### config.mk
export PLATFORM = sky130hd
export DESIGN_NAME = burst_col_gen
export DESIGN_NICKNAME = d
export VERILOG_FILES = /design/src/rtl/burst_col_pkg.sv /design/src/rtl/burst_len_decode.sv /design/src/rtl/col_offset_mix.sv /design/src/rtl/burst_beat_seq.sv /design/src/rtl/burst_col_gen.sv
export SDC_FILE = /design/constraint.sdc
export NUM_CORES = 1
export LEC_CHECK = 0
export ABC_AREA = 1
export BUFFER_PORTS_ARGS = -buffer_cell sky130_fd_sc_hd__buf_2
export CORE_ASPECT_RATIO = 1.5
export CORE_MARGIN = 2
export CORE_UTILIZATION = 50
export DETAILED_ROUTE_END_ITERATION = 6
export PLACE_DENSITY = 0.71
export SLEW_MARGIN = 10
export SYNTH_ARGS = -nofsm -noshare
export SYNTH_HDL_FRONTEND = slang
export SYNTH_SLANG_ARGS = --single-unit
### constraint.sdc
create_clock -name clk -period 2.9 [get_ports clk]
set_input_delay 0 -clock clk [delete_from_list [all_inputs] [get_ports clk]]
set_output_delay 0 -clock clk [all_outputs]
set_load 0.1 [all_outputs]
### src/rtl/burst_col_pkg.sv
package burst_col_pkg;
  localparam int LEN_CODE_W = 3;
  localparam int MAX_LG     = 3;
  localparam int LG_W       = 2;

  typedef enum logic {
    ORDER_SEQ = 1'b0,
    ORDER_XOR = 1'b1
  } order_e;

  typedef struct packed {
    logic            ok;
    logic [LG_W-1:0] lg;
  } len_info_t;
endpackage

### src/rtl/burst_len_decode.sv
module burst_len_decode
  import burst_col_pkg::*;
(
  input  logic [LEN_CODE_W-1:0] code_i,
  output len_info_t             info_o
);
  always_comb begin
    case (code_i)
      3'b001:  info_o = '{ok: 1'b1, lg: 2'd1};
      3'b010:  info_o = '{ok: 1'b1, lg: 2'd2};
      3'b011:  info_o = '{ok: 1'b1, lg: 2'd3};
      default: info_o = '{ok: 1'b0, lg: 2'd0};
    endcase
  end
endmodule

### src/rtl/col_offset_mix.sv
module col_offset_mix
  import burst_col_pkg::*;
#(
  parameter int COL_W = 10,
  parameter int IDX_W = MAX_LG
) (
  input  logic [COL_W-1:0] base_i,
  input  logic [IDX_W-1:0] idx_i,
  input  logic [LG_W-1:0]  lg_i,
  input  order_e           order_i,
  output logic [COL_W-1:0] col_o
);
  logic [COL_W-1:0] win_mask;
  logic [COL_W-1:0] idx_ext;
  logic [COL_W-1:0] low_seq;
  logic [COL_W-1:0] low_xor;

  always_comb begin
    win_mask = (COL_W'(1) << lg_i) - COL_W'(1);
    idx_ext  = COL_W'(idx_i);
    low_seq  = (base_i + idx_ext) & win_mask;
    low_xor  = (base_i ^ idx_ext) & win_mask;
    col_o    = (base_i & ~win_mask) |
               ((order_i == ORDER_XOR) ? low_xor : low_seq);
  end

  always_comb begin
    a_upper_kept_r5: assert ((col_o & ~win_mask) == (base_i & ~win_mask));
  end
endmodule

### src/rtl/burst_beat_seq.sv
module burst_beat_seq
  import burst_col_pkg::*;
#(
  parameter int COL_W = 10,
  parameter int IDX_W = MAX_LG
) (
  input  logic             clk,
  input  logic             rst,
  input  logic             start_i,
  input  logic [COL_W-1:0] start_col_i,
  input  len_info_t        info_i,
  input  order_e           order_i,
  input  logic [COL_W-1:0] next_col_i,
  output logic [COL_W-1:0] base_o,
  output logic [IDX_W-1:0] idx_o,
  output logic [LG_W-1:0]  lg_o,
  output order_e           order_o,
  output logic [COL_W-1:0] col_o,
  output logic             valid_o,
  output logic             last_o,
  output logic             err_o
);
  logic [COL_W-1:0] base_q;
  logic [IDX_W-1:0] idx_q;
  logic [LG_W-1:0]  lg_q;
  order_e           ord_q;
  logic [COL_W-1:0] col_q;
  logic             valid_q;
  logic             last_q;
  logic             err_q;
  logic             take;
  logic [IDX_W-1:0] last_idx;
  logic [COL_W-1:0] win_mask;

  always_comb begin
    take     = start_i && (!valid_q || last_q);
    last_idx = IDX_W'(((IDX_W+1)'(1) << lg_q) - (IDX_W+1)'(1));
    win_mask = (COL_W'(1) << lg_q) - COL_W'(1);
  end

  always_ff @(posedge clk) begin
    if (rst) begin
      base_q  <= '0;
      idx_q   <= '0;
      lg_q    <= '0;
      ord_q   <= ORDER_SEQ;
      col_q   <= '0;
      valid_q <= 1'b0;
      last_q  <= 1'b0;
      err_q   <= 1'b0;
    end else begin
      err_q <= take && !info_i.ok;
      if (take && info_i.ok) begin
        base_q  <= start_col_i;
        lg_q    <= info_i.lg;
        ord_q   <= order_i;
        idx_q   <= IDX_W'(1);
        col_q   <= start_col_i;
        valid_q <= 1'b1;
        last_q  <= 1'b0;
      end else if (valid_q && !last_q) begin
        col_q  <= next_col_i;
        last_q <= (idx_q == last_idx);
        idx_q  <= idx_q + IDX_W'(1);
      end else begin
        valid_q <= 1'b0;
        last_q  <= 1'b0;
      end
    end
  end

  assign base_o  = base_q;
  assign idx_o   = idx_q;
  assign lg_o    = lg_q;
  assign order_o = ord_q;
  assign col_o   = col_q;
  assign valid_o = valid_q;
  assign last_o  = last_q;
  assign err_o   = err_q;

  p_last_in_beat_r6: assert property (@(posedge clk) disable iff (rst)
    last_o |-> valid_o);

  p_err_no_beat_r7: assert property (@(posedge clk) disable iff (rst)
    err_o |-> !valid_o);

  p_first_beat_r2: assert property (@(posedge clk) disable iff (rst)
    (start_i && (!valid_o || last_o) && info_i.ok)
      |=> (valid_o && col_o == $past(start_col_i)));

  p_block_fixed_r5: assert property (@(posedge clk) disable iff (rst)
    (valid_o && !last_o) |=> ((col_o & ~win_mask) == ($past(col_o) & ~win_mask)));

  p_seq_step_r3: assert property (@(posedge clk) disable iff (rst)
    (valid_o && !last_o && ord_q == ORDER_SEQ)
      |=> (((col_o - $past(col_o)) & win_mask) == COL_W'(1)));

  p_busy_ignore_r8: assert property (@(posedge clk) disable iff (rst)
    (valid_o && !last_o && start_i) |=> (valid_o && !err_o));
endmodule

### src/rtl/burst_col_gen.sv
module burst_col_gen
  import burst_col_pkg::*;
#(
  parameter int COL_W = 10
) (
  input  logic             clk,
  input  logic             rst,
  input  logic             start_i,
  input  logic [COL_W-1:0] start_col_i,
  input  logic [2:0]       len_code_i,
  input  logic             interleave_i,
  output logic [COL_W-1:0] col_o,
  output logic             valid_o,
  output logic             last_o,
  output logic             err_o
);
  localparam int IDX_W = MAX_LG;

  len_info_t        info;
  logic [COL_W-1:0] base;
  logic [IDX_W-1:0] idx;
  logic [LG_W-1:0]  lg;
  order_e           ord;
  logic [COL_W-1:0] next_col;

  burst_len_decode u_dec (
    .code_i (len_code_i),
    .info_o (info)
  );

  col_offset_mix #(.COL_W(COL_W), .IDX_W(IDX_W)) u_mix (
    .base_i  (base),
    .idx_i   (idx),
    .lg_i    (lg),
    .order_i (ord),
    .col_o   (next_col)
  );

  burst_beat_seq #(.COL_W(COL_W), .IDX_W(IDX_W)) u_seq (
    .clk         (clk),
    .rst         (rst),
    .start_i     (start_i),
    .start_col_i (start_col_i),
    .info_i      (info),
    .order_i     (order_e'(interleave_i)),
    .next_col_i  (next_col),
    .base_o      (base),
    .idx_o       (idx),
    .lg_o        (lg),
    .order_o     (ord),
    .col_o       (col_o),
    .valid_o     (valid_o),
    .last_o      (last_o),
    .err_o       (err_o)
  );

  p_reset_quiet_r10: assert property (@(posedge clk)
    $past(rst) |-> (!valid_o && !last_o && !err_o));
endmodule

==> flow_summary_export.csv <==
group,metric,value,unit
power,ir_drop,0.000482,V
clock_network,htreeDepth,2,
clock_network,clock-sinks,29,
placement,hpwl,2470,µm
run,cap_violations,0,
logic_synthesis,synthCells,217,
final_layout,area_delta_synth_final,17.3,%
power,leakage,0.876,nW
critical_path,end_kind,"flip-flop",
sta,slew_viol_final,0,
clock_network,clockRootBuffer,"clkbuf_8",
drt,dr_total_vias,1447,
final_layout,diodes,0,
logic_synthesis,synth-seq-cells,29,
logic_synthesis,ys.warnings.count,0,
sta,slew-limit-headroom,0.625,
logic_synthesis,synth_edf_count,0,
global_route,gr-total-overflow,0,
drt,drt_first_pass_iters,4,
drt,ant_nets,0,
drt,drtIter0Drc,47,
logic_synthesis,synth.distinct_cells,26,
sta,max_freq,554,MHz
clock_network,post_cts_buffers,0,
logic_synthesis,yosysSeqAreaShare,0.383,
clock_network,numCtsBuffers,5,
logic_synthesis,syn_nets,241,
critical_path,critPathLaunchType,"flip-flop",
global_route,grtUsageTotal,0.213,
global_route,grt_pass1_vias,1348,
clock_network,ctsHoldBuffers,3,
drt,via_per_inst,4.97,
sta,setup_viol,0,
sta,grt_setup_unrepaired,"false",
die,ios,30,
drt,drt_wl_total,3350,µm
sta,finalHoldViolCount,0,
logic_synthesis,async_flop_share,0,
placement,postPlaceCellArea,0.00167,mm²
critical_path,worst_ep_arrival_time,2000,ps
placement,pre_cts_ws,1110,ps
final_layout,final_cell_mix,"nand2_1, inv_1, buf_2, dfxtp_1, nor2_1",
sta,worst_pin_slew,560,ps
die,die_area,0.00350,mm²
global_route,grt_max_degree,23,
sta,setup_tns,0,ps
critical_path,crit_fanout,22,
placement,io_buffers,29,
drt,drc,0,
sta,clock_skew,3.22,ps
final_layout,drive_gt1_frac,0.171,
die,start_util,0.521,
die,core_area,0.00291,mm²
sta,setup_slack,1090,ps
final_layout,nNetsFinal,275,
global_route,grt_pass1_wl,5630,µm
clock_network,ctsResizeCount,0,
final_layout,layout_commonest_cell,"nand2_1",
die,chipWidth,49.0,µm
outcome,status,"finished, final reports clean",
clock_network,cts_tree,"yes",
placement,routabilityCongestion,0.887,
sta,min_period,1810,ps
logic_synthesis,synthFlopType,"dfxtp_1",
die,rows,24,
critical_path,worstPathRequired,3090,ps
drt,routedWlPerCell,11.5,µm
global_route,grt_antenna_before_repair,0,
hold_path,hp-class,"input port to flip-flop",
die,fp.dieH,71.5,µm
logic_synthesis,syn-cell-area,0.00152,mm²
critical_path,r2r_slack,1090,ps
sta,timing.final.crit_share,0.623,
power,power_density,583,mW/mm²
clock_network,cts.reportedPaths.clkPinSlew,60,ps
clock_network,cts_buffer_depth,2,
critical_path,path_class,"flip-flop to flip-flop",
clock_network,clk_latency,290,ps
final_layout,final_area,0.00178,mm²
logic_synthesis,synth_area_per_cell,6.99,µm²
[report_power, final]
part / switching [mW] / internal [mW]
sequential: 0.0185 / 0.428
combinational: 0.211 / 0.0593
clock: 0.156 / 0.166
total: 0.385 / 0.653
[final timing paths]
path / cells past startpoint / startpoint / endpoint
worst max-delay path: 9 / u_seq.valid_o / u_seq.col_o[3]
worst min-delay path: 3 / start_col_i[9] / u_seq.base_o[9]
worst max register to register: 9 / u_seq.valid_o / u_seq.col_o[3]
worst min register to register: 2 / u_seq.col_o[1] / u_seq.col_o[1]
[cells by family (layout without fill, tap and decap cells)]
group / count (synthesis) / in the layout / share of synthesized area
simple gates: 101 / 101 / 0.289
compound gates: 43 / 43 / 0.152
buf+inv: 35 / 70 / 0.103
flops: 29 / 29 / 0.383
fa+ha+maj: 7 / 7 / 0.0627
xor+xnor: 2 / 2 / 0.0115
[Yosys cell counts (3+ instances only)]
cell type | number | share of area
ha_1 | 6 | 0.049
nand2_2 | 3 | 0.012
nand2_1 | 51 | 0.13
dfxtp_1 | 29 | 0.38
inv_1 | 30 | 0.074
o22ai_1 | 4 | 0.016
nor2_1 | 24 | 0.059
a21oi_1 | 17 | 0.056
nand3_1 | 16 | 0.053
o21ai_0 | 17 | 0.056
[critical path, cell delays in order (launching register included)]
cell,delay (ps)
dfxtp_1,350
inv_1,80
nor2_4,140
nor2_2,60
nand2_2,320
nand2_1,350
o21ai_0,260
inv_1,60
nand2_1,60
inv_1,30
[stage by stage]
stage	util	total power [mW]	cells	hold WS [ps]
finish	0.611	1.04	291	10.1
global route	0.611	1.08	291	40.6
floorplan	-	0.676	217	169
CTS	0.611	1.04	291	15.6
global placement	0.573	0.720	280	281
detailed placement	0.573	0.722	280	289
[state kept, by name (all words and copies together), names as in the netlist]
register,cells
u_seq.last_o,1
u_seq.order_o,1
u_seq.base_o,10
u_seq.valid_o,1
u_seq.idx_o,3
u_seq.err_o,1
u_seq.lg_o,2
u_seq.col_o,10
[area by class of cell]
class,count,area (µm²)
Inverter,30,113
Timing Repair Buffer,32,175
Tap cell,39,48.8
Clock buffer,6,72.6
Clock inverter,2,10.0
Sequential cell,29,581
Fill cell,288,1130
Multi-Input combinational cell,153,781
[metal layers]
metal | global-route usage | share of wire | up-vias
met2 | 0.371 | 0.49 | 42
met4 | 0.102 | 0.020 | 0
met3 | 0.0688 | 0.060 | 5
li1 | - | - | 762
met1 | 0.231 | 0.43 | 638
met5 | 0 | 0 | -
Note: power is estimated with default switching activity, not from simulation.
